### src/rtl/dbuf_pwm_pkg.sv
package dbuf_pwm_pkg;
  localparam int TMR_W  = 8;
  localparam int SUB_W  = 2;
  localparam int DIV_W  = 4;
  localparam int MODE_W = 4;
  localparam int TB_W   = TMR_W + SUB_W;

  typedef enum logic [1:0] {
    PSC_DIV1   = 2'd0,
    PSC_DIV4   = 2'd1,
    PSC_DIV16  = 2'd2,
    PSC_DIV16B = 2'd3
  } psc_sel_e;
endpackage

### src/rtl/pwm_cfg_regs.sv
module pwm_cfg_regs #(
  parameter int TMR_W  = 8,
  parameter int SUB_W  = 2,
  parameter int MODE_W = 4,
  localparam int TB_W  = TMR_W + SUB_W,
  localparam int CTL_W = SUB_W + MODE_W
) (
  input  logic             clk,
  input  logic             rst,
  input  logic             period_we,
  input  logic [TMR_W-1:0] period_wdata,
  input  logic             duty_hi_we,
  input  logic [TMR_W-1:0] duty_hi_wdata,
  input  logic             ctrl_we,
  input  logic [CTL_W-1:0] ctrl_wdata,
  output logic [TMR_W-1:0] period,
  output logic [TB_W-1:0]  duty_req,
  output logic             active
);
  logic [TMR_W-1:0] duty_hi_q;
  logic [CTL_W-1:0] ctrl_q;

  always_ff @(posedge clk) begin
    if (rst) begin
      period    <= '0;
      duty_hi_q <= '0;
      ctrl_q    <= '0;
    end else begin
      if (period_we)  period    <= period_wdata;
      if (duty_hi_we) duty_hi_q <= duty_hi_wdata;
      if (ctrl_we)    ctrl_q    <= ctrl_wdata;
    end
  end

  // duty low bits sit directly above the mode field
  assign duty_req = {duty_hi_q, ctrl_q[CTL_W-1:MODE_W]};
  assign active   = |ctrl_q[MODE_W-1:0];
endmodule

### src/rtl/pwm_timebase.sv
module pwm_timebase #(
  parameter int TMR_W = 8,
  parameter int SUB_W = 2,
  parameter int DIV_W = 4,
  localparam int TB_W = TMR_W + SUB_W
) (
  input  logic             clk,
  input  logic             rst,
  input  logic [1:0]       psc_sel,
  input  logic [TMR_W-1:0] period,
  output logic [TB_W-1:0]  tb,
  output logic [TB_W-1:0]  tb_next,
  output logic             step,
  output logic             wrap
);
  logic at_top;

  generate
    if (DIV_W == 0) begin : g_nodiv
      assign step = 1'b1;
    end else begin : g_div
      logic [DIV_W-1:0] div_q;
      logic [DIV_W-1:0] div_lim;
      always_comb begin
        case (dbuf_pwm_pkg::psc_sel_e'(psc_sel))
          dbuf_pwm_pkg::PSC_DIV1: div_lim = '0;
          dbuf_pwm_pkg::PSC_DIV4: div_lim = DIV_W'(3);
          default:                div_lim = DIV_W'(15);
        endcase
      end
      assign step = (div_q >= div_lim);
      always_ff @(posedge clk) begin
        if (rst)       div_q <= '0;
        else if (step) div_q <= '0;
        else           div_q <= div_q + 1'b1;
      end
    end
  endgenerate

  assign at_top  = (tb[TB_W-1:SUB_W] == period) && (&tb[SUB_W-1:0]);
  assign wrap    = step && at_top;
  assign tb_next = at_top ? '0 : tb + 1'b1;

  always_ff @(posedge clk) begin
    if (rst)       tb <= '0;
    else if (step) tb <= tb_next;
  end
endmodule

### src/rtl/pwm_duty_shadow.sv
module pwm_duty_shadow #(
  parameter int TB_W = 10
) (
  input  logic            clk,
  input  logic            rst,
  input  logic            wrap,
  input  logic [TB_W-1:0] duty_req,
  output logic [TB_W-1:0] shadow
);
  always_ff @(posedge clk) begin
    if (rst)       shadow <= '0;
    else if (wrap) shadow <= duty_req;
  end
endmodule

### src/rtl/pwm_out_stage.sv
module pwm_out_stage #(
  parameter int TB_W = 10
) (
  input  logic            clk,
  input  logic            rst,
  input  logic            active,
  input  logic            step,
  input  logic            wrap,
  input  logic [TB_W-1:0] tb_next,
  input  logic [TB_W-1:0] duty_req,
  input  logic [TB_W-1:0] shadow,
  output logic            pwm_q
);
  always_ff @(posedge clk) begin
    if (rst)                            pwm_q <= 1'b0;
    else if (!active)                   pwm_q <= 1'b0;
    else if (wrap)                      pwm_q <= (duty_req != '0);
    else if (step && tb_next == shadow) pwm_q <= 1'b0;
  end
endmodule

### src/rtl/dbuf_pwm_gen.sv
module dbuf_pwm_gen #(
  parameter int TMR_W  = dbuf_pwm_pkg::TMR_W,
  parameter int SUB_W  = dbuf_pwm_pkg::SUB_W,
  parameter int DIV_W  = dbuf_pwm_pkg::DIV_W,
  parameter int MODE_W = dbuf_pwm_pkg::MODE_W,
  localparam int TB_W  = TMR_W + SUB_W,
  localparam int CTL_W = SUB_W + MODE_W
) (
  input  logic             clk,
  input  logic             rst,
  input  logic [1:0]       psc_sel,
  input  logic             period_we,
  input  logic [TMR_W-1:0] period_wdata,
  input  logic             duty_hi_we,
  input  logic [TMR_W-1:0] duty_hi_wdata,
  input  logic             ctrl_we,
  input  logic [CTL_W-1:0] ctrl_wdata,
  output logic             pwm_out,
  output logic [TB_W-1:0]  shadow_rd
);
  logic [TMR_W-1:0] period;
  logic [TB_W-1:0]  duty_req;
  logic             active;
  logic [TB_W-1:0]  tb;
  logic [TB_W-1:0]  tb_next;
  logic             step;
  logic             wrap;

  pwm_cfg_regs #(.TMR_W(TMR_W), .SUB_W(SUB_W), .MODE_W(MODE_W)) cfg_i (
    .clk(clk), .rst(rst),
    .period_we(period_we), .period_wdata(period_wdata),
    .duty_hi_we(duty_hi_we), .duty_hi_wdata(duty_hi_wdata),
    .ctrl_we(ctrl_we), .ctrl_wdata(ctrl_wdata),
    .period(period), .duty_req(duty_req), .active(active)
  );

  pwm_timebase #(.TMR_W(TMR_W), .SUB_W(SUB_W), .DIV_W(DIV_W)) tbase_i (
    .clk(clk), .rst(rst), .psc_sel(psc_sel), .period(period),
    .tb(tb), .tb_next(tb_next), .step(step), .wrap(wrap)
  );

  pwm_duty_shadow #(.TB_W(TB_W)) shadow_i (
    .clk(clk), .rst(rst), .wrap(wrap), .duty_req(duty_req), .shadow(shadow_rd)
  );

  pwm_out_stage #(.TB_W(TB_W)) out_i (
    .clk(clk), .rst(rst), .active(active), .step(step), .wrap(wrap),
    .tb_next(tb_next), .duty_req(duty_req), .shadow(shadow_rd), .pwm_q(pwm_out)
  );
endmodule

### config.mk
export PLATFORM = sky130hd
export DESIGN_NAME = dbuf_pwm_gen
export DESIGN_NICKNAME = d
export VERILOG_FILES = /design/src/rtl/dbuf_pwm_pkg.sv /design/src/rtl/pwm_cfg_regs.sv /design/src/rtl/pwm_timebase.sv /design/src/rtl/pwm_duty_shadow.sv /design/src/rtl/pwm_out_stage.sv /design/src/rtl/dbuf_pwm_gen.sv
export SDC_FILE = /design/constraint.sdc
export NUM_CORES = 1
export LEC_CHECK = 0
export BUFFER_PORTS_ARGS = -buffer_cell sky130_fd_sc_hd__buf_4
export CAP_MARGIN = 20
export CORE_MARGIN = 8
export CORE_UTILIZATION = 38
export CTS_CLUSTER_DIAMETER = 100
export CTS_CLUSTER_SIZE = 25
export DETAILED_ROUTE_END_ITERATION = 10
export PLACE_DENSITY_LB_ADDON = 0.1
export SLEW_MARGIN = 25
export SYNTH_ARGS = -nofsm -noshare
export SYNTH_HDL_FRONTEND = slang
export SYNTH_SLANG_ARGS = --single-unit
### constraint.sdc
create_clock -name clk -period 5.05 [get_ports clk]
set_clock_uncertainty 0.1 [all_clocks]
set_input_delay 0.2525 -clock clk [delete_from_list [all_inputs] [get_ports clk]]
set_output_delay 0.2525 -clock clk [all_outputs]
set_load 0.02 [all_outputs]
Word level (Yosys, flattened, before mapping)
Cells that the tools add are included.

word-level totals
  output and inout port bits = 11
  bits of input ports = 29
  flip-flop bits (word level) = 47
  word-level logic and storage cells = 28

operators by class
  order comparisons = 1
  reductions and logical operators = 10
  add/subtract/negate cells = 2
  bitwise logic cells = 1
  muxes and demuxes = 4
  equality and inequality tests = 3

operators by type and width
  cell                   count
  $add 10x1->10 const B  1
  $eq 10x10->1           1
  $mux 10                1
  $reduce_bool 10->1     1
  $eq 8x8->1             1
  $pmux 4 s2             1
  $add 4x1->4 const B    1
  $ge 4x4->1             1
  $reduce_or 2->1        2
  $reduce_or 4->1        1
  $logic_and 1x1->1      3
  $eq 2x1->1 const B     1
  $logic_not 2->1        1
  $mux 1                 2
  $reduce_and 2->1       1
  $reduce_bool 2->1      1
  $not 1->1              1

Depth between registers and ports, before layout
Gate-level depths: netlist (run 1).

  depth after elaboration = 7
  depth in mapped cells = 10
  mapped depth without buffers = 9

Cells and area by module
From an unflattened synthesis (run 1), not the netlist that was laid out.

second synthesis, totals
  cell total of the unflattened synthesis = 262
  area total of the unflattened synthesis = 2,432.3 µm²

by module, submodules not included
  module           cells an instance  area an instance (µm²)  times used  sequential area each (µm²)
  pwm_timebase     135                1,112.3                 1           280.3
  pwm_cfg_regs     74                 793.3                   1           440.4
  pwm_duty_shadow  32                 352.8                   1           200.2
  pwm_out_stage    21                 173.9                   1           20.0

Worst setup path before layout (run 1)
Ideal clock, no wire load.

  path kind = reg2reg
  start point = register tbase_i.tb[0]
  end point = register out_i.pwm_q
  clock period less this slack = 2.235 ns
  buffers on the path = 1
  required time = 4.834 ns
  cell stages (with the launch flop) = 9
  library setup time = 0.116 ns
  setup slack = 2.815 ns
  arrival = 2.019 ns
  cells stage by stage = dfxtp_1 -> ha_1 -> nand2_1 -> or3_1 -> buf_2 -> or4_1 -> o21ai_1 -> o2111ai_1 -> a31o_1

on the way
  cells in the longest elaborated chain, start to end = 6
  elaborated cells on any way between the ends = 9
  classes of those cells = add/sub: 1; eq/ne: 1; mux: 2; reduce/logical: 5

RTL lines
  what                                                   RTL line             RTL
  start, declared                                        pwm_timebase.sv:11   output logic [TB_W-1:0] tb,
  start signal, assigned                                 pwm_timebase.sv:46   else if (step) tb <= tb_next;
  branches (longest 6 deep; another with $add 10x1->10)  --
  end signal, assigned                                   pwm_out_stage.sv:17  else if (wrap) pwm_q <= (duty_req != '0);
  end, declared                                          pwm_out_stage.sv:12  output logic pwm_q

Parallel ways; which one is timed is not known.
A chain may end at the register's enable or synchronous reset.

Worst setup path in the final report (run 1)
Ends and elaborated chain as after synthesis.

==> key figures, run 1 <==
Run status
  – Status: finished clean

Logic synthesis
  – Seq cells post-synth: 47
  – Syn_nets: 311
  – Xor/xnor cell area share of the yosys netlist: 9.61%
  – Synth unique cells: 44
  – Synth async-reset ratio: 0%
  – Syn_area_per_cell: 8.50 um^2
  – Post-Syn Instances: 276
  – Cell Area, Synth: 2340 um^2
  – Synth Area in Adders: 3.63%
  – Compound-cell area share of the yosys netlist: 11.7%
  – Yosys warning total: 0
  – Number of synthesized flops with an enable pin: 0
  – Post-synthesis sequential area ratio: 40.1%
  – Post-synthesis mux area share: 9.87%
  – Main combinational cell family by area after synthesis: simple AND/OR/NAND/NOR gates
  – Post-synth top flop: dfxtp_1
  – Post-Synth Simple-Gate Area: 20.7%

Placement
  – IO buf count: 39
  – Post-DP HPWL: 4120 um
  – GP Congestion: 0.835

Job
  – Max Cap Violations: 0

Finish
  – Layout Utilization: 46.2%
  – Layout fillers: 617
  – Most frequent cells in the layout: dfxtp_1, buf_4, nor2_1, nand2_1, a21oi_1
  – Commonest non-fill, non-tap cell in the layout: dfxtp_1
  – Layout overhead on the synthesized area: 17.2%
  – Ant diodes: 0
  – Share of cells above drive strength 1: 17.2%
  – Nets: 342

Global route
  – GRT Util Overall: 12.7%
  – Grt total ovfl: 0
  – Met1 Usage GRT: 18.1%
  – First-pass GRT wire length: 9190 um
  – Largest net degree at the start of global routing: 48
  – Vias in the first global route: 1863
  – M2 GR Usage: 18.9%
  – Layer with the highest usage: met2
  – Antenna violations before repair: 0
  – M3 GR Usage: 2.46%

CTS
  – Num CTS Buffers: 5
  – H-Tree Depth: 2
  – CTS sink cnt: 47
  – CTS Root Cell: clkbuf_8
  – CTS resizes: 0
  – Bufs on Longest Clock Path: 2
  – CTS tree: yes
  – Clock latency on the worst-skew pair: 0.30 ns
  – Postcts setup bufs: 0
  – Clock slew at reported path FFs: 0.09 ns
  – # hold bufs at CTS: 0

Critical path
  – Reg2reg start: tbase_i.tb[0]$_SDFFE_PP0P_
  – Critical path fanouts, max: 7
  – Crit path launch: tbase_i.tb[0]$_SDFFE_PP0P_
  – R2R setup slack: 2.47 ns
  – CP startpoint kind: flip-flop
  – WS Path Type: reg2reg
  – Arr. time, crit path: 2.68 ns
  – Reg-to-reg endpoint: out_i.pwm_q$_SDFFE_PP0P_
  – R2R depth: 8
  – Worst setup EP type: flip-flop
  – Worst Path Required: 5.15 ns
  – Worst setup endpoint: out_i.pwm_q$_SDFFE_PP0P_

Route
  – Residual DRC: 0
  – Post-DRT Antenna Nets: 0
  – Initial DRC count: 120
  – Via density: 5.10
  – Vias: 1952
  – First drt pass iteration count: 4
  – Final wirelength: 5520 um
  – Routed length per instance: 14.4 um

Timing
  – Fin. max-slew vios: 0
  – Fin. Hold Viols: 0
  – Setup-failing EPs final: 0
  – Worst rel slew slack: 57.5%
  – Worst slew pin tran: 0.635 ns
  – Final worst-path cycle share: 51.1%
  – Max Fclk: 387 MHz
  – Setup total negative slack: 0 ns
  – RSZ-0062 raised after global routing: false
  – Final Critical Period: 2.58 ns

Floorplan
  – Ports: 40
  – Initial Utilization: 39.4%
  – Row count: 28
  – Die H: 94.6 um
  – Core box area: 5960 um^2
  – Die width: 94.6 um
  – Total die area: 8940 um^2

Pwr
  – P_leak: 1.10 nW
  – Peak VDD IR: 0.169 mV
  – PD cells: 256 nW/um^2

Hold path
  – Min-Delay Path Class: in2reg
## worst min path at each step
| stage | slack (ns) | end | depth (start not counted) | from |
|---|---|---|---|---|
| after floorplan | 0.30 | cfg_i.ctrl_q[0]$_SDFFE_PP0P_ | 2 | ctrl_wdata[0] |
| after global placement | 0.37 | shadow_i.shadow[1]$_SDFFE_PP0P_ | 2 | cfg_i.ctrl_q[5]$_SDFFE_PP0P_ |
| after detailed placement | 0.36 | shadow_i.shadow[1]$_SDFFE_PP0P_ | 2 | cfg_i.ctrl_q[5]$_SDFFE_PP0P_ |
| after CTS | 0.08 | cfg_i.duty_hi_q[0]$_SDFFE_PP0P_ | 3 | duty_hi_wdata[0] |
| after global routing | 0.08 | cfg_i.ctrl_q[2]$_SDFFE_PP0P_ | 3 | ctrl_wdata[2] |
| final | 0.09 | cfg_i.duty_hi_q[0]$_SDFFE_PP0P_ | 3 | duty_hi_wdata[0] |
## logic make-up (layout without fill, tap and decap cells)
| family | Yosys count | count (layout) |
|---|---|---|
| AOI/OAI and AO/OA | 48 | 48 |
| xor gates and xnor gates | 21 | 21 |
| adders and majority gates | 7 | 7 |
| buffers and inverters | 23 | 55 |
| DFF | 47 | 47 |
| muxes | 23 | 23 |
| and+or+nand+nor | 107 | 107 |
## cells in the mapped netlist, types with 2 or more instances
cell	n	area [um^2]
clkbuf_1	9	33.8
o21ai_0	12	60.1
xor2_1	7	61.3
dfxtp_1	47	941
nand4_1	3	18.8
nand2_1	32	120
and3_1	2	12.5
or3_1	2	12.5
nor3b_1	2	15.0
nand3b_1	2	15.0
inv_1	6	22.5
ha_1	6	75.1
nand3_1	10	50.1
nor4_1	5	31.3
nor3_1	6	30.0
buf_1	3	11.3
nor2_1	37	139
xnor2_1	10	87.6
buf_2	3	15.0
mux2i_1	22	220
xnor2_2	3	48.8
a21oi_1	25	125
## per-stage QoR
stage          total power, mW  setup slack [ns]  cell area [um^2]  instances  hold slack, ns
3_5_place_dp             0.494              2.46              2670        375           0.362
2_1_floorplan            0.462              2.82              2340        276           0.300
4_1_cts                  0.714              2.45              2750        383          0.0786
3_3_place_gp             0.494              2.43              2670        375           0.368
6_report                 0.703              2.47              2750        383          0.0866
5_1_grt                  0.743              2.27              2750        383          0.0781
## power breakdown
group	internal, mW	switching (mW)
logic	0.0439	0.0410
registers	0.385	0.0141
clock network	0.0974	0.122
total	0.527	0.177
## registers in the layout (all words and copies together) (netlist names)
register,cells
tbase_i.tb,10
shadow_i.shadow,10
cfg_i.ctrl_q,6
out_i.pwm_q,1
cfg_i.duty_hi_q,8
tbase_i.g_div.div_q,4
cfg_i.period,8
## metal layers
layer,vias up,share of wire [%]
met5,-,0
met4,0,1.2
met3,6,4.4
met2,42,44
met1,888,51
li1,1016,-
## worst max-delay path, stage by stage, from the launching register on
cell	delay (ns)
dfxtp_1	0.47
ha_1	0.34
and3_1	0.28
nand3_1	0.11
xor2_1	0.28
mux2_2	0.37
o32ai_1	0.12
o2111ai_1	0.16
a31o_1	0.23
## area by class of cell
cell class | instances | area [um^2] | share of cell area [%]
inverters | 6 | 22.5 | 0.819
clock buffers | 7 | 76.3 | 2.78
multi-input cells | 206 | 1300 | 47.4
well taps | 75 | 93.8 | 3.41
clock inverters | 1 | 5.00 | 0.182
flip-flops and latches | 47 | 941 | 34.2
repair buffers | 41 | 308 | 11.2
(Power assumes the default switching activity.)
==> run 2, diff against run 1 <==
--- a/config.mk
+++ b/config.mk
@@ -5,6 +5,7 @@
 export SDC_FILE = /design/constraint.sdc
 export NUM_CORES = 1
 export LEC_CHECK = 0
+export ABC_AREA = 1
 export BUFFER_PORTS_ARGS = -buffer_cell sky130_fd_sc_hd__buf_4
 export CAP_MARGIN = 20
 export CORE_MARGIN = 8
==> constraint.sdc (replaced) <==
create_clock -name clk -period 2.2 [get_ports clk]
set_clock_uncertainty 0.1 [all_clocks]
set_input_delay 0.11 -clock clk [delete_from_list [all_inputs] [get_ports clk]]
set_output_delay 0.11 -clock clk [all_outputs]
set_load 0.02 [all_outputs]
==> key figures, run 2 <==
Run status
  – Status: finished clean (unchanged)

Placement
  – Worst slack, placed: 0.121 ns (was 2.46 ns)
  – IO buf count: 39 (unchanged)
  – GP Congestion: 0.814 (was 0.835)
  – Post-DP HPWL: 4060 um (was 4120 um)

Logic synthesis
  – Syn_area_per_cell: 7.29 um^2 (was 8.50 um^2)
  – Synth unique cells: 33 (was 44)
  – Top cells by count, synth: nand2_1, dfxtp_1, inv_1, nor2_1, o21ai_0 (was dfxtp_1, nor2_1, nand2_1)
  – Seq cells post-synth: 47 (unchanged)
  – Yosys warning total: 0 (unchanged)
  – Most frequent cell after synthesis: nand2_1 (was dfxtp_1)
  – Cell Area, Synth: 2330 um^2 (was 2340 um^2)
  – Area leader, netlist: dfxtp_1 (unchanged)
  – Synth top area cells: dfxtp_1, nand2_1, inv_1, nor2_1, o21ai_0 (was dfxtp_1, mux2i_1, nor2_1, a21oi_1, nand2_1)
  – Syn_nets: 355 (was 311)
  – Share of the synthesized area in the top cell type: 40.3% (was 40.1%)
  – Number of synthesized flops with an enable pin: 0 (unchanged)
  – Post-synth top flop: dfxtp_1 (unchanged)
  – Synth async-reset ratio: 0% (unchanged)
  – Post-synthesis sequential area ratio: 40.3% (was 40.1%)
  – Post-Syn Instances: 320 (was 276)

Global route
  – First-pass GRT wire length: 9520 um (was 9190 um)
  – Grt total ovfl: 0 (unchanged)
  – Vias in the first global route: 2071 (was 1863)
  – GRT Util Overall: 13.3% (was 12.7%)
  – Antenna violations before repair: 0 (unchanged)
  – Largest net degree at the start of global routing: 26 (was 48)

Route
  – Via density: 4.56 (was 5.10)
  – First drt pass iteration count: 4 (unchanged)
  – Initial DRC count: 138 (was 120)
  – Vias: 2107 (was 1952)
  – Post-DRT Antenna Nets: 0 (unchanged)
  – Routed length per instance: 11.8 um (was 14.4 um)
  – Final wirelength: 5470 um (was 5520 um)
  – Residual DRC: 0 (unchanged)

Hold path
  – Min-Delay Path Class: in2reg (unchanged)
  – Hold Crit Depth: 3 (unchanged)

Critical path
  – WS Path Type: reg2reg (unchanged)
  – CP most frequent cell: nand2_1
  – Worst setup endpoint: out_i.pwm_q$_SDFFE_PP0P_ (unchanged)
  – Critical path fanouts, max: 16 (was 7)
  – R2R depth: 13 (was 8)
  – Worst Path Required: 2.28 ns (was 5.15 ns)
  – Cell Chain, Critical Path: ha_1, inv_1, a21oi_1, nand2_1, nor2_2, nand3_4, nand2_1, xor2_1, nand2_1, nor2_1, nand2_1, nand2_1, a21oi_2 (was ha_1, and3_1, nand3_1, xor2_1, mux2_2, o32ai_1, o2111ai_1, a31o_1)
  – CP max-delay cell: dfxtp_1 (unchanged)
  – Reg-to-reg endpoint: out_i.pwm_q$_SDFFE_PP0P_ (unchanged)
  – Reg2reg start: tbase_i.tb[1]$_SDFFE_PP0P_ (was tbase_i.tb[0]$_SDFFE_PP0P_)
  – R2R setup slack: 0.1 ns (was 2.47 ns)
  – Arr. time, crit path: 2.18 ns (was 2.68 ns)
  – CP startpoint kind: flip-flop (unchanged)
  – CP peak stage delay: 0.37 ns (was 0.47 ns)
  – Worst setup EP type: flip-flop (unchanged)
  – Crit path launch: tbase_i.tb[1]$_SDFFE_PP0P_ (was tbase_i.tb[0]$_SDFFE_PP0P_)

Timing
  – RSZ-0062 raised after global routing: true (was false)
  – Fin. max-slew vios: 0 (unchanged)
  – Final Critical Period: 2.10 ns (was 2.58 ns)
  – Setup-failing EPs final: 0 (unchanged)
  – Max Fclk: 475 MHz (was 387 MHz)
  – Final worst-path cycle share: 95.6% (was 51.1%)
  – Worst slew pin tran: 0.449 ns (was 0.635 ns)
  – Fin. Hold Viols: 0 (unchanged)
  – Worst rel slew slack: 69.7% (was 57.5%)
  – Final setup margin: 0.0969 ns (was 2.47 ns)

Pwr
  – Tot Pwr: 1.69 mW (was 0.703 mW)
  – Peak VDD IR: 0.296 mV (was 0.169 mV)
  – P_leak: 1.34 nW (was 1.10 nW)
  – PD cells: 554 nW/um^2 (was 256 nW/um^2)

Finish
  – Flip-flop and latch area: 941 um^2 (unchanged)
  – Layout overhead on the synthesized area: 30.9% (was 17.2%)
  – Ant diodes: 0 (unchanged)
  – Layout fillers: 608 (was 617)
  – Top Registers: shadow_i.shadow: 10 flops, tbase_i.tb: 10 flops (unchanged)
  – Share of cells above drive strength 1: 20.2% (was 17.2%)
  – Commonest non-fill, non-tap cell in the layout: nand2_1 (was dfxtp_1)
  – Multi-input gate area in the final layout: 1160 um^2 (was 1300 um^2)
  – Nets: 421 (was 342)
  – Most frequent cells in the layout: nand2_1, dfxtp_1, buf_4, nor2_1, inv_1 (was dfxtp_1, buf_4, nor2_1, nand2_1, a21oi_1)

Floorplan
  – Total die area: 8900 um^2 (was 8940 um^2)
  – Die H: 94.3 um (was 94.6 um)
  – Initial Utilization: 39.4% (about the same)
  – Ports: 40 (unchanged)
  – Row count: 28 (unchanged)
  – Die width: 94.3 um (was 94.6 um)
  – Core box area: 5920 um^2 (was 5960 um^2)

CTS
  – CTS sink cnt: 47 (unchanged)
  – Num CTS Buffers: 5 (unchanged)
  – Clock slew at reported path FFs: 0.09 ns (about the same)
  – CTS Root Cell: clkbuf_8 (unchanged)
  – Bufs on Longest Clock Path: 2 (unchanged)
  – Postcts setup bufs: 0 (unchanged)
  – Clock latency on the worst-skew pair: 0.30 ns (about the same)
  – CTS tree: yes (unchanged)
  – H-Tree Depth: 2 (unchanged)

Job
  – Max Cap Violations: 0 (unchanged)
==> run 2: final cells by class <==
type / instances / area share [%]
clock inverter: 3 / 0.656
sequential: 47 / 30.8
tap: 75 / 3.07
inverter: 50 / 6.23
timing repair buffer: 68 / 18.9
clock buffer: 5 / 2.25
multi-input combinational: 214 / 38.0
==> run 2: power by group <==
part	internal (mW)	total [mW]	switching (mW)
clock network	0.222	0.527	0.305
logic	0.124	0.246	0.122
registers	0.891	0.917	0.0266
total	1.24	1.69	0.454
==> run 2: metrics by stage <==
stage / instance area (um^2) / TNS [ns] / utilization (%) / std cells / hold WS (ns)
global route: 3050 / -0.0468 / 51.6 / 462 / 0.00125
CTS: 3050 / 0 / 51.5 / 462 / 0.00121
global placement: 2690 / 0 / 45.4 / 427 / 0.231
detailed placement: 2690 / 0 / 45.4 / 427 / 0.236
finish: 3050 / 0 / 51.6 / 462 / 0.00449
floorplan: 2330 / 0 / - / 320 / 0.145
==> run 2: critical path, delay by kind of cell (launching register included) <==
| family | cells | cell delay (ns) |
|---|---|---|
| compound gates | 2 | 0.16 |
| xor+xnor | 1 | 0.17 |
| fa+ha+maj | 1 | 0.21 |
| buf+inv | 1 | 0.05 |
| flops | 1 | 0.37 |
| simple gates | 8 | 0.92 |
==> run 2: kinds of logic after synthesis <==
| family | Yosys count | synth area share (%) |
|---|---|---|
| AOI/OAI and AO/OA | 71 | 16.4 |
| buffers and inverters | 59 | 9.98 |
| DFF | 47 | 40.3 |
| adders and majority gates | 6 | 3.22 |
| xor gates and xnor gates | 9 | 4.02 |
| and+or+nand+nor | 128 | 26.1 |
==> run 2: how the worst min path moves through the flow <==
stage / slack (ns) / to / from
2_1_floorplan: 0.14 / cfg_i.ctrl_q[4]$_SDFFE_PP0P_ / ctrl_wdata[4]
3_3_place_gp: 0.23 / cfg_i.ctrl_q[4]$_SDFFE_PP0P_ / ctrl_wdata[4]
3_5_place_dp: 0.24 / cfg_i.duty_hi_q[7]$_SDFFE_PP0P_ / duty_hi_wdata[7]
4_1_cts: 0.001 / cfg_i.duty_hi_q[0]$_SDFFE_PP0P_ / duty_hi_we
5_1_grt: 0.001 / cfg_i.duty_hi_q[7]$_SDFFE_PP0P_ / duty_hi_we
6_report: 0.004 / cfg_i.ctrl_q[1]$_SDFFE_PP0P_ / ctrl_we
==> run 2: routing by layer <==
| layer | wire length, um | global-route usage (%) | vias to the layer above |
|---|---|---|---|
| met2 | 2560 | 21.9 | 45 |
| met3 | 255 | 3.97 | 6 |
| met4 | 71 | 4.36 | 0 |
| li1 | - | - | 1158 |
| met5 | 0 | 0 | - |
| met1 | 2590 | 16.3 | 898 |
==> run 2: repair_timing <==
action                                  4_1_cts  5_1_grt
hold endpoints to repair                     22        0
hold buffers                                 27        0
gates resized for setup                       0        3
endpoints found under the setup margin        0       12
==> run 3, diff against run 2 <==
--- a/config.mk
+++ b/config.mk
@@ -8,6 +8,7 @@
 export ABC_AREA = 1
 export BUFFER_PORTS_ARGS = -buffer_cell sky130_fd_sc_hd__buf_4
 export CAP_MARGIN = 20
+export CORE_ASPECT_RATIO = 1.1
 export CORE_MARGIN = 8
 export CORE_UTILIZATION = 38
 export CTS_CLUSTER_DIAMETER = 100
==> key figures, run 3 (synthesis gave the netlist of run 2 again) <==
Route
  – Final wirelength: 5630 um (was 5470 um)
  – Via density: 4.62 (was 4.56)
  – Top Metal Used: met4 (unchanged)
  – Met1 WL: 2590 um (about the same)
  – Met3 Routed Length: 183 um (was 255 um)
  – Vias: 2153 (was 2107)
  – Residual DRC: 0 (unchanged)
  – Post-DRT Antenna Nets: 0 (unchanged)
  – Routed length per instance: 12.1 um (was 11.8 um)
  – First drt pass iteration count: 4 (unchanged)
  – Initial DRC count: 74 (was 138)
  – Met2 WL post-DR: 2810 um (was 2560 um)

CTS
  – Num CTS Buffers: 5 (unchanged)
  – CTS sink cnt: 47 (unchanged)
  – CTS tree: yes (unchanged)
  – CTS Root Cell: clkbuf_8 (unchanged)
  – Clock latency on the worst-skew pair: 0.30 ns (about the same)
  – Bufs on Longest Clock Path: 2 (unchanged)
  – Clock slew at reported path FFs: 0.09 ns (about the same)
  – H-Tree Depth: 2 (unchanged)

Finish
  – Layout Utilization: 50.9% (was 51.6%)
  – Post-Layout Cell Count: 466 (was 462)
  – Nets: 420 (was 421)
  – Ant diodes: 0 (unchanged)
  – Layout fillers: 619 (was 608)
  – Top Registers: shadow_i.shadow: 10 flops, tbase_i.tb: 10 flops (unchanged)
  – Most frequent cells in the layout: nand2_1, dfxtp_1, buf_4, nor2_1, inv_1 (unchanged)
  – Share of cells above drive strength 1: 21.2% (was 20.2%)
  – Commonest non-fill, non-tap cell in the layout: nand2_1 (unchanged)
  – Layout overhead on the synthesized area: 32.0% (was 30.9%)

Run status
  – Status: finished clean (unchanged)

Timing
  – Worst slew pin tran: 0.469 ns (was 0.449 ns)
  – Setup total negative slack: 0 ns (unchanged)
  – Fin. Hold Viols: 0 (unchanged)
  – Fin. max-slew vios: 0 (unchanged)
  – Max Fclk: 504 MHz (was 475 MHz)
  – Setup-failing EPs final: 0 (unchanged)
  – Worst rel slew slack: 68.3% (was 69.7%)
  – Final Critical Period: 1.99 ns (was 2.10 ns)
  – RSZ-0062 raised after global routing: false (was true)
  – Final worst-path cycle share: 90.2% (was 95.6%)

Critical path
  – Worst Path Required: 2.34 ns (was 2.28 ns)
  – Critical path fanouts, max: 21 (was 16)
  – CP startpoint kind: flip-flop (unchanged)
  – Reg2reg start: tbase_i.g_div.div_q[3]$_SDFF_PP0_ (was tbase_i.tb[1]$_SDFFE_PP0P_)
  – Arr. time, crit path: 2.13 ns (was 2.18 ns)
  – WS Path Type: reg2reg (unchanged)
  – R2R setup slack: 0.21 ns (was 0.1 ns)
  – Reg-to-reg endpoint: out_i.pwm_q$_SDFFE_PP0P_ (unchanged)
  – Worst setup EP type: flip-flop (unchanged)
  – R2R depth: 11 (was 13)

Placement
  – GP Congestion: 0.804 (was 0.814)
  – IO buf count: 39 (unchanged)
  – Post-DP HPWL: 4230 um (was 4060 um)
  – Dpl cells: 432 (was 427)

Global route
  – First-pass GRT wire length: 9390 um (was 9520 um)
  – GRT Util Overall: 12.9% (was 13.3%)
  – Vias in the first global route: 2003 (was 2071)
  – Antenna violations before repair: 0 (unchanged)
  – Largest net degree at the start of global routing: 34 (was 26)
  – Grt total ovfl: 0 (unchanged)

Hold path
  – Hold Crit Endpoint: cfg_i.duty_hi_q[7]$_SDFFE_PP0P_ (was cfg_i.ctrl_q[1]$_SDFFE_PP0P_)
  – Hold Crit Depth: 3 (unchanged)
  – Min-Delay Path Class: in2reg (unchanged)
  – Beginning of the worst hold path: duty_hi_we (was ctrl_we)

Floorplan
  – Initial Utilization: 38.6% (was 39.4%)
  – Total die area: 8900 um^2 (about the same)
  – Die width: 90.7 um (was 94.3 um)
  – Die H: 98.2 um (was 94.3 um)
  – Ports: 40 (unchanged)
  – Core box area: 6040 um^2 (was 5920 um^2)
  – Row count: 30 (was 28)

Job
  – Max Cap Violations: 0 (unchanged)

Pwr
  – Peak VDD IR: 0.303 mV (was 0.296 mV)
  – PD cells: 619 nW/um^2 (was 554 nW/um^2)
  – P_leak: 1.35 nW (was 1.34 nW)
-- run 3: changes by cell type in the layout (fill, tap and decap cells not counted), sizes merged --
cell         delta
clkinv          -1
buf             +5
bufinv          +2
clkinvlp        -2
clkbuf          +1
dlygate4sd3     -6
-- run 3: how the worst max path moves through the flow --
stage | from | slack (ns) | cells past startpoint | to
floorplan | tbase_i.tb[0]$_SDFFE_PP0P_ | 0.41 | 14 | out_i.pwm_q$_SDFFE_PP0P_
global placement | tbase_i.tb[1]$_SDFFE_PP0P_ | 0.20 | 13 | out_i.pwm_q$_SDFFE_PP0P_
detailed placement | tbase_i.tb[0]$_SDFFE_PP0P_ | 0.13 | 13 | out_i.pwm_q$_SDFFE_PP0P_
CTS | tbase_i.tb[0]$_SDFFE_PP0P_ | 0.14 | 13 | out_i.pwm_q$_SDFFE_PP0P_
global route | tbase_i.tb[1]$_SDFFE_PP0P_ | 0.004 | 14 | out_i.pwm_q$_SDFFE_PP0P_
finish | tbase_i.g_div.div_q[3]$_SDFF_PP0_ | 0.21 | 11 | out_i.pwm_q$_SDFFE_PP0P_
-- run 3: critical path: stages (launching register included) --
cell and delay [ns]:
dfxtp_1 0.33, ha_1 0.29, a21oi_1 0.14, a21boi_0 0.18
nand2_1 0.12, inv_1 0.16, nor2_4 0.07, inv_2 0.25
nand2_1 0.08, inv_1 0.06, nand2_1 0.06, a21oi_2 0.10
-- run 3: cell type report --
type                            count  area [um^2]  area share (%)
Multi-Input combinational cell    214         1160            37.7
Sequential cell                    47          941            30.6
Timing Repair Buffer               67          556            18.0
Inverter                           50          188            6.10
Tap cell                           80          100            3.25
Clock buffer                        6         72.6            2.36
Clock inverter                      2         60.1            1.95
-- run 3: routing by layer --
layer  global-route usage (%)  vias to the layer above
met4                     4.62                        0
met5                        0                        -
met2                     22.6                       38
met3                     3.22                        6
met1                     14.8                      947
li1                         -                     1162
-- run 3: where the power goes --
group | switching (mW) | internal (mW)
combinational | 0.122 | 0.116
clock | 0.294 | 0.454
sequential | 0.0283 | 0.891
total | 0.444 | 1.46
-- run 3: repair_timing --
item / in CTS / in global routing
hold buffers: 21 / 0
hold endpoints to repair: 19 / 0
endpoints found under the setup margin: 0 / 1
gates resized for setup: 0 / 1
buffers inserted: 0 / 5
-- run 3: per-stage QoR --
| stage | cell area, um^2 | hold slack (ns) | setup WS, ns | power, mW |
|---|---|---|---|---|
| after floorplan | 2330 | 0.145 | 0.414 | 1.07 |
| after global placement | 2700 | 0.231 | 0.195 | 1.14 |
| after detailed placement | 2700 | 0.237 | 0.134 | 1.15 |
| after CTS | 3040 | 0.00301 | 0.136 | 1.92 |
| after global routing | 3080 | 0.0157 | 0.00420 | 1.99 |
| final | 3080 | 0.00476 | 0.215 | 1.91 |
